**config.mk**
```make
export PLATFORM = sky130hd
export DESIGN_NAME = ctr_split_read_top
export DESIGN_NICKNAME = d
export VERILOG_FILES = /design/src/rtl/ctr_split_pkg.sv /design/src/rtl/ctr_split_counter.sv /design/src/rtl/ctr_split_regif.sv /design/src/rtl/ctr_split_tracker.sv /design/src/rtl/ctr_split_read_top.sv
export SDC_FILE = /design/constraint.sdc
export NUM_CORES = 1
export LEC_CHECK = 0
export BUFFER_PORTS_ARGS = -buffer_cell sky130_fd_sc_hd__clkbuf_2
export CORE_MARGIN = 2
export CORE_UTILIZATION = 45
export CTS_BUF_LIST = sky130_fd_sc_hd__clkbuf_4
export DETAILED_ROUTE_END_ITERATION = 7
export PLACE_DENSITY = 0.65
export SKIP_LAST_GASP = 1
export SYNTH_ARGS = -nofsm -noshare
export SYNTH_HDL_FRONTEND = slang
export SYNTH_SLANG_ARGS = --single-unit
```
**constraint.sdc**
```tcl
create_clock -name clk -period 5 [get_ports clk]
set_clock_uncertainty 0.05 [all_clocks]
set_input_delay 0.5 -clock clk [delete_from_list [all_inputs] [get_ports clk]]
set_output_delay 0.5 -clock clk [all_outputs]
set_load 0.02 [all_outputs]
```
**src/rtl/ctr_split_pkg.sv**
```systemverilog
package ctr_split_pkg;
  localparam int REG_W  = 32;
  localparam int ADDR_W = 12;
  localparam logic [ADDR_W-1:0] ADDR_CTRL = 12'h103;
  localparam logic [ADDR_W-1:0] ADDR_LOW  = 12'h104;
  localparam logic [ADDR_W-1:0] ADDR_HIGH = 12'h105;
  localparam int STATUS_BIT = REG_W - 1;

  typedef enum logic [1:0] {
    TRK_IDLE  = 2'd0,
    TRK_ARMED = 2'd1,
    TRK_GOOD  = 2'd2,
    TRK_BAD   = 2'd3
  } trk_state_e;

  // Outcome of a finished pair: good only from the armed state with a clean record.
  function automatic trk_state_e pair_outcome(input trk_state_e cur,
                                              input logic tainted,
                                              input logic trap_now);
    if (cur != TRK_ARMED)        return TRK_IDLE;
    else if (tainted || trap_now) return TRK_BAD;
    else                          return TRK_GOOD;
  endfunction
endpackage

```
**src/rtl/ctr_split_counter.sv**
```systemverilog
module ctr_split_counter #(
  parameter int HALF_W = 32,
  localparam int CNT_W = 2 * HALF_W
) (
  input  logic             clk,
  input  logic             rst_n,
  input  logic             en_i,
  output logic [CNT_W-1:0] cnt_o,
  output logic             carry_o
);
  logic [CNT_W-1:0] cnt_q;

  // Carry into the upper half happens on this edge when the lower half is full.
  assign carry_o = en_i && (cnt_q[HALF_W-1:0] == {HALF_W{1'b1}});
  assign cnt_o   = cnt_q;

  always_ff @(posedge clk) begin
    if (!rst_n)    cnt_q <= '0;
    else if (en_i) cnt_q <= cnt_q + 1'b1;
  end


  count_step_chk: assert property (@(posedge clk) disable iff (!rst_n)
    en_i |=> cnt_q == $past(cnt_q) + 1'b1);

  count_hold_chk: assert property (@(posedge clk) disable iff (!rst_n)
    !en_i |=> $stable(cnt_q));

  carry_moves_high_chk: assert property (@(posedge clk) disable iff (!rst_n)
    carry_o |=> cnt_q[CNT_W-1:HALF_W] != $past(cnt_q[CNT_W-1:HALF_W]));
endmodule

```
**src/rtl/ctr_split_regif.sv**
```systemverilog
module ctr_split_regif
  import ctr_split_pkg::*;
#(
  parameter int HALF_W = 32,
  localparam int CNT_W = 2 * HALF_W
) (
  input  logic              clk,
  input  logic              rst_n,
  input  logic              reg_rd,
  input  logic              reg_wr,
  input  logic [ADDR_W-1:0] reg_addr,
  input  logic [REG_W-1:0]  reg_wdata,
  input  logic [CNT_W-1:0]  cnt_i,
  input  logic              status_i,
  output logic              en_o,
  output logic              lo_rd_o,
  output logic              hi_rd_o,
  output logic [REG_W-1:0]  rdata_o
);
  logic en_q;
  logic ctrl_wr;
  logic ctrl_rd;
  logic [REG_W-1:0] lo_ext;
  logic [REG_W-1:0] hi_ext;

  assign ctrl_wr = reg_wr && (reg_addr == ADDR_CTRL);
  assign ctrl_rd = reg_rd && (reg_addr == ADDR_CTRL);
  assign lo_rd_o = reg_rd && (reg_addr == ADDR_LOW);
  assign hi_rd_o = reg_rd && (reg_addr == ADDR_HIGH);
  assign en_o    = en_q;

  always_comb begin
    lo_ext = '0;
    hi_ext = '0;
    lo_ext[HALF_W-1:0] = cnt_i[HALF_W-1:0];
    hi_ext[HALF_W-1:0] = cnt_i[CNT_W-1:HALF_W];
  end

  always_comb begin
    rdata_o = '0;
    if (ctrl_rd) begin
      rdata_o[0]          = en_q;
      rdata_o[STATUS_BIT] = status_i;
    end else if (lo_rd_o) begin
      rdata_o = lo_ext;
    end else if (hi_rd_o) begin
      rdata_o = hi_ext;
    end
  end

  always_ff @(posedge clk) begin
    if (!rst_n)       en_q <= 1'b0;
    else if (ctrl_wr) en_q <= reg_wdata[0];
  end


  enable_load_chk: assert property (@(posedge clk) disable iff (!rst_n)
    ctrl_wr |=> en_q == $past(reg_wdata[0]));

  enable_keep_chk: assert property (@(posedge clk) disable iff (!rst_n)
    !ctrl_wr |=> $stable(en_q));
endmodule

```
**src/rtl/ctr_split_tracker.sv**
```systemverilog
module ctr_split_tracker
  import ctr_split_pkg::*;
(
  input  logic clk,
  input  logic rst_n,
  input  logic lo_rd_i,
  input  logic hi_rd_i,
  input  logic carry_i,
  input  logic trap_i,
  output logic status_o
);
  trk_state_e state_q;
  logic       taint_q;
  logic       armed;

  assign armed    = (state_q == TRK_ARMED);
  assign status_o = (state_q == TRK_GOOD);

  always_ff @(posedge clk) begin
    if (!rst_n) begin
      state_q <= TRK_IDLE;
      taint_q <= 1'b0;
    end else if (lo_rd_i) begin
      state_q <= TRK_ARMED;
      taint_q <= carry_i || trap_i;
    end else if (hi_rd_i) begin
      state_q <= pair_outcome(state_q, taint_q, trap_i);
      taint_q <= 1'b0;
    end else if (armed) begin
      taint_q <= taint_q || carry_i || trap_i;
    end
  end


  good_after_pair_chk: assert property (@(posedge clk) disable iff (!rst_n)
    $rose(status_o) |-> $past(hi_rd_i) && $past(armed));

  trap_spoils_chk: assert property (@(posedge clk) disable iff (!rst_n)
    (armed && trap_i && !lo_rd_i) |=> !status_o);

  carry_recorded_chk: assert property (@(posedge clk) disable iff (!rst_n)
    (armed && carry_i && !lo_rd_i && !hi_rd_i) |=> armed && taint_q);

  stray_high_chk: assert property (@(posedge clk) disable iff (!rst_n)
    (hi_rd_i && !armed) |=> state_q == TRK_IDLE);

  rearm_chk: assert property (@(posedge clk) disable iff (!rst_n)
    lo_rd_i |=> armed);

  result_hold_chk: assert property (@(posedge clk) disable iff (!rst_n)
    (!lo_rd_i && !hi_rd_i && !armed) |=> $stable(state_q));
endmodule

```
**src/rtl/ctr_split_read_top.sv**
```systemverilog
module ctr_split_read_top
  import ctr_split_pkg::*;
#(
  parameter int HALF_W = 32
) (
  input  logic        clk,
  input  logic        rst_n,
  input  logic        reg_rd,
  input  logic        reg_wr,
  input  logic [11:0] reg_addr,
  input  logic [31:0] reg_wdata,
  input  logic        trap_taken,
  output logic [31:0] reg_rdata
);
  localparam int CNT_W = 2 * HALF_W;

  logic [CNT_W-1:0] cnt;
  logic             carry;
  logic             en;
  logic             lo_rd;
  logic             hi_rd;
  logic             status;

  ctr_split_counter #(.HALF_W(HALF_W)) u_cnt (
    .clk(clk), .rst_n(rst_n), .en_i(en), .cnt_o(cnt), .carry_o(carry)
  );

  ctr_split_regif #(.HALF_W(HALF_W)) u_regs (
    .clk(clk), .rst_n(rst_n), .reg_rd(reg_rd), .reg_wr(reg_wr),
    .reg_addr(reg_addr), .reg_wdata(reg_wdata), .cnt_i(cnt),
    .status_i(status), .en_o(en), .lo_rd_o(lo_rd), .hi_rd_o(hi_rd),
    .rdata_o(reg_rdata)
  );

  ctr_split_tracker u_trk (
    .clk(clk), .rst_n(rst_n), .lo_rd_i(lo_rd), .hi_rd_i(hi_rd),
    .carry_i(carry), .trap_i(trap_taken), .status_o(status)
  );
endmodule

```
==> results.py, run 1 <==
metrics = {
    "logic_synthesis": {
        "synthCells": 479,
        "yosys.area.top_type": "dfxtp_1",
        "synth-edff-count": 0,
        "ys_top_cells_by_count": "85 x nor2_1, 68 x dfxtp_1, 35 x mux2i_1",
        "ys_warn_count": 0,
        "yosysSeqAreaShare": 0.351,
        "syn_nets": 529,
        "synth_area_leaders": "dfxtp_1 35%, mux2i_1 9.0%, nor2_1 8.2%",
        "synth_top_area_frac": 0.351,
        "ys_ff_latch": 68,
        "async_flop_share": 0,
        "synthDistinctLibCells": 45,
        "avgSynthCellArea_sq_um": 8.11,
        "ys.flop_type": "dfxtp_1",
        "synth_most_common_cell": "nor2_1",
        "syn_area_sq_um": 3880,
    },
    "detailed_routing": {
        "avgRoutedWirePerCell_um": 15.3,
        "drt-initial-drc-count": 176,
        "dr.pass1.iters": 4,
        "drc": 0,
        "final_antenna_net_count": 0,
        "via_count": 3612,
        "vias_per_cell": 5.76,
        "routed_wirelength_mm": 9.58,
    },
    "layout": {
        "multi_input_area_sq_um": 2370,
        "fillers": 817,
        "nets": 569,
        "fin_area_sq_um": 4270,
        "antennaDiodeCount": 0,
        "finalNonFillerCells": 627,
        "regArea_sq_um": 1360,
        "drive_above_1_share": 0.161,
        "area_growth_pct": 10.1,
    },
    "floorplan": {
        "die_w_um": 96.9,
        "initial_core_util": 0.468,
        "die_height_um": 96.9,
        "num_io_pins": 81,
        "core_sq_um": 8300,
        "dieArea_sq_um": 9390,
        "rows": 33,
    },
    "placed_design": {
        "dpl_cell_area_sq_um": 4180,
        "dp_hpwl_mm": 6.80,
        "gp_congestion": 0.805,
        "port_buffers": 49,
        "dp.cells": 613,
    },
    "clock_tree": {
        "cts_buffer_depth": 2,
        "cts_tree": "yes",
        "clk_latency_ns": 0.42,
        "htree_levels": 3,
        "cts_root_buf": "clkbuf_4",
        "cts_buffers": 9,
        "clock-sinks": 68,
        "cts_setup_buffers": 0,
        "clk_pin_slew_worst_paths_ns": 0.10,
        "hold_buffers": 0,
        "cts_resized": 0,
    },
    "sta": {
        "relSlewSlack": 0.253,
        "timing.hold.ws_ns": 0.263,
        "fin_setup_tns_ns": 0,
        "hold_violations": 0,
        "finalSetupViolCount": 0,
        "drv_slew": 0,
        "fin_crit_sh": 0.558,
        "clock.fmax_mhz": 358,
        "rsz0062_at_grt": "false",
        "period_minus_slack_ns": 2.79,
        "worst_slew_pin_slew_ns": 1.12,
    },
    "worst_setup_path": {
        "crit_path_max_incr_delay_ns": 0.82,
        "cp.arrival_ns": 2.24,
        "cp.required_ns": 4.45,
        "cp_max_fo": 34,
        "worstPathCellList": "clkbuf_2 -> nand2_1 -> nor2_1 -> nand4_1 -> o32ai_1 -> clkbuf_2",
        "endpoint_kind": "primary output",
        "critPathLaunchType": "primary input",
        "path_class": "primary input to primary output",
        "slowest_stage": "clkbuf_2",
        "path_common_cell": "clkbuf_2",
    },
    "job": {
        "cap_viol_max_count": 0,
    },
    "global_routing": {
        "grt_max_degree": 40,
        "grt_pass1_wl_mm": 16.0,
        "antenna_found_initial": 0,
        "track_usage": 0.205,
        "gr-total-overflow": 0,
        "grt_pass1_vias": 3386,
    },
    "pwr": {
        "p_leak_nw": 1.56,
        "irDropWorstVdd_v": 0.000105,
        "power.density_nw_per_um2": 202,
    },
    "run_status": {
        "status": "completed",
    },
    "worst_hold_path": {
        "min_path_type": "primary input to flip-flop",
    },
}
state kept, by name, summed over array words and instances (netlist names):
signal	count
u_cnt.cnt_o	64
u_regs.en_o	1
u_trk.state_q	2
u_trk.taint_q	1
kinds of logic after synthesis:
logic type / count (synthesis) / share of synthesized area
multiplexers: 35 / 0.0902
XOR/XNOR: 36 / 0.0812
buffers and inverters: 38 / 0.0400
flip-flops: 68 / 0.351
AO/OA/AOI/OAI: 56 / 0.0812
adder cells (fa/ha/maj): 1 / 0.00322
AND/OR/NAND/NOR: 245 / 0.354
worst max-delay path: cells and delay by family:
| family | cells | cell delay, ns |
|---|---|---|
| AND/OR/NAND/NOR | 3 | 0.44 |
| AO/OA/AOI/OAI | 1 | 0.26 |
| buffers and inverters | 2 | 1.03 |
area by class of cell:
class                      instances  share of cell area
multi-input combinational        373               0.554
sequential                        68               0.319
timing repair buffer              51              0.0609
tap                              105              0.0307
clock buffer                      10              0.0176
inverter                          16              0.0141
clock inverter                     4             0.00439
final timing paths:
path | from | endpoint | slack [ns] | cells after the start
worst max-delay path | reg_addr[0] | reg_rdata[31] | 2.21 | 6
worst min-delay path | reg_wdata[0] | u_regs.en_o$_SDFFE_PN0P_ | 0.26 | 3
worst max register to register | u_cnt.cnt_o[3]$_SDFFE_PN0P_ | u_cnt.cnt_o[51]$_SDFFE_PN0P_ | 2.40 | 5
worst min register to register | u_cnt.cnt_o[63]$_SDFFE_PN0P_ | u_cnt.cnt_o[63]$_SDFFE_PN0P_ | 0.43 | 2
metal layers:
layer	share of wire	vias up	GRT usage	wire (um)
li1	-	1784	-	-
met1	0.47	1713	0.268	4540
met2	0.46	96	0.337	4410
met3	0.044	19	0.0390	422
met4	0.022	0	0.0769	207
met5	0	-	0	0
cells in the final DEF, fill, tap and decap left out, drive strengths merged:
cell,n
and3,4
and3b,1
or4,5
nor3,9
and4,3
buf,2
a21oi,24
o21a,1
nor2,85
o31ai,1
nand2,31
o22ai,1
nor4,16
o211ai,3
inv,16
nand2b,2
clkinv,4
o21bai,4
mux2i,35
and2,3
nand4b,1
ha,1
clkbuf,59
o41ai,1
o311ai,1
or3,19
nand4,34
o32ai,1
or2,1
o21ai,19
nand3,27
xor2,21
xnor2,15
or3b,1
dfxtp,68
nor4b,1
nor2b,2
per-stage QoR:
stage / util / setup WS (ns) / power (mW)
after floorplan: - / 2.67 / 0.575
after global placement: 0.504 / 2.23 / 0.587
after detailed placement: 0.504 / 2.20 / 0.587
after CTS: 0.515 / 2.20 / 0.868
after global routing: 0.515 / 2.06 / 0.895
final: 0.515 / 2.21 / 0.863
report_power, final:
| part | switching, mW | internal [mW] |
|---|---|---|
| sequential | 0.00000688 | 0.541 |
| combinational | 0.0208 | 0.0125 |
| clock | 0.190 | 0.0985 |
Power figures use the tool's default switching activity.
==> run 2: changes to the inputs <==
==> constraint.sdc (replaced) <==
create_clock -name clk -period 2.78 [get_ports clk]
set_clock_uncertainty 0.05 [all_clocks]
set_input_delay 0.278 -clock clk [delete_from_list [all_inputs] [get_ports clk]]
set_output_delay 0.278 -clock clk [all_outputs]
set_load 0.02 [all_outputs]
==> results.py, run 2 (synthesized netlist as in run 1, its figures left out) <==
metrics = {
    "layout": {
        "nets": 575,
        "layout_commonest_cell": "nor2_1",
        "area_growth_pct": 13.1,
        "multi_input_area_sq_um": 2370,
        "drive_above_1_share": 0.170,
        "fillers": 807,
        "antennaDiodeCount": 0,
        "largest_reg_flops": 64,
        "fin_area_sq_um": 4390,
        "regArea_sq_um": 1360,
        "final_cell_mix": "85 x nor2_1, 68 x dfxtp_1, 49 x clkbuf_2",
        "finalNonFillerCells": 635,
    },
    "global_routing": {
        "grt_max_degree": 53,
        "grt_pass1_wl_mm": 16.2,
        "antenna_found_initial": 0,
        "gr-total-overflow": 0,
        "grt_pass1_vias": 3310,
        "track_usage": 0.207,
    },
    "sta": {
        "worst_slew_pin_slew_ns": 0.931,
        "rsz0062_at_grt": "false",
        "relSlewSlack": 0.378,
        "period_minus_slack_ns": 2.46,
        "fin_setup_tns_ns": 0,
        "drv_slew": 0,
        "clock.fmax_mhz": 407,
        "finalSetupViolCount": 0,
        "setup_ws_ns": 0.321,
        "hold_violations": 0,
        "fin_crit_sh": 0.885,
    },
    "clock_tree": {
        "htree_levels": 3,
        "cts_setup_buffers": 0,
        "clock-sinks": 68,
        "cts_tree": "yes",
        "cts_buffers": 9,
        "clk_pin_slew_worst_paths_ns": 0.11,
        "cts_buffer_depth": 2,
        "clk_latency_ns": 0.41,
        "cts_root_buf": "clkbuf_4",
        "cts_resized": 0,
        "hold_buffers": 0,
    },
    "detailed_routing": {
        "avgRoutedWirePerCell_um": 15.1,
        "drc": 0,
        "via_count": 3595,
        "drt-initial-drc-count": 197,
        "final_antenna_net_count": 0,
        "routed_wirelength_mm": 9.58,
        "dr.pass1.iters": 4,
        "vias_per_cell": 5.66,
    },
    "placed_design": {
        "pre_cts_slack_ns": 0.368,
        "port_buffers": 49,
        "dpl_cell_area_sq_um": 4240,
        "gp_congestion": 0.796,
        "dp.cells": 619,
        "dp_hpwl_mm": 6.82,
    },
    "floorplan": {
        "initial_core_util": 0.468,
        "num_io_pins": 81,
        "dieArea_sq_um": 9390,
        "die_height_um": 96.9,
        "core_sq_um": 8300,
        "rows": 33,
        "die_w_um": 96.9,
    },
    "run_status": {
        "status": "completed",
    },
    "worst_setup_path": {
        "critPathLaunchType": "flip-flop",
        "worstPathCellList": "ha_1 -> nand4_1 -> nor4_2 -> nand4_2 -> or3_2 -> a21oi_1",
        "cp.required_ns": 3.06,
        "endpoint_kind": "flip-flop",
        "cp_top_family": "simple AND/OR/NAND/NOR gates",
        "cp.arrival_ns": 2.74,
        "slowest_stage": "or3_2",
        "path_class": "flip-flop to flip-flop",
        "cp_max_fo": 12,
        "path_buf_inv": 0,
        "crit_path_max_incr_delay_ns": 0.55,
    },
    "pwr": {
        "power.density_nw_per_um2": 399,
        "power_mw": 1.75,
        "irDropWorstVdd_v": 0.000265,
        "p_leak_nw": 1.61,
    },
    "worst_hold_path": {
        "min_path_type": "primary input to flip-flop",
    },
    "job": {
        "cap_viol_max_count": 0,
    },
}
-- run 2: routing by layer --
layer / share of wire / global-route usage / wire length, um
met5: 0 / 0 / 0
met4: 0.014 / 0.0574 / 133
met2: 0.47 / 0.333 / 4540
met3: 0.041 / 0.0405 / 395
met1: 0.47 / 0.284 / 4510
-- run 2: final cells by class --
cell class | count | area share
inverter | 16 | 0.0137
clock inverter | 6 | 0.0180
tap | 105 | 0.0299
multi-input combinational | 373 | 0.539
sequential | 68 | 0.310
clock buffer | 10 | 0.0171
timing repair buffer | 57 | 0.0724
-- run 2: worst min-delay path, stage by stage --
cell and delay, ns:
clkbuf_2 0.08, mux2i_1 0.06, nor2_1 0.08
-- run 2: report_power, final --
part	total (mW)	internal, mW	switching (mW)
clock	0.716	0.367	0.350
sequential	0.974	0.974	0.0000124
combinational	0.0617	0.0233	0.0384
total	1.75	1.36	0.388
-- run 2: worst paths after layout --
path	from	slack [ns]	cells after the start	to
max	u_cnt.cnt_o[0]$_SDFFE_PN0P_	0.32	6	u_cnt.cnt_o[46]$_SDFFE_PN0P_
min	reg_wdata[0]	0.07	3	u_regs.en_o$_SDFFE_PN0P_
max reg2reg	u_cnt.cnt_o[0]$_SDFFE_PN0P_	0.32	6	u_cnt.cnt_o[46]$_SDFFE_PN0P_
min reg2reg	u_cnt.cnt_o[63]$_SDFFE_PN0P_	0.44	2	u_cnt.cnt_o[63]$_SDFFE_PN0P_
-- run 2: per-stage QoR --
stage / utilization / hold WS [ns]
after global placement: 0.510 / 0.410
after floorplan: - / 0.371
final: 0.529 / 0.0652
after CTS: 0.529 / 0.0576
after detailed placement: 0.510 / 0.422
after global routing: 0.529 / 0.0767
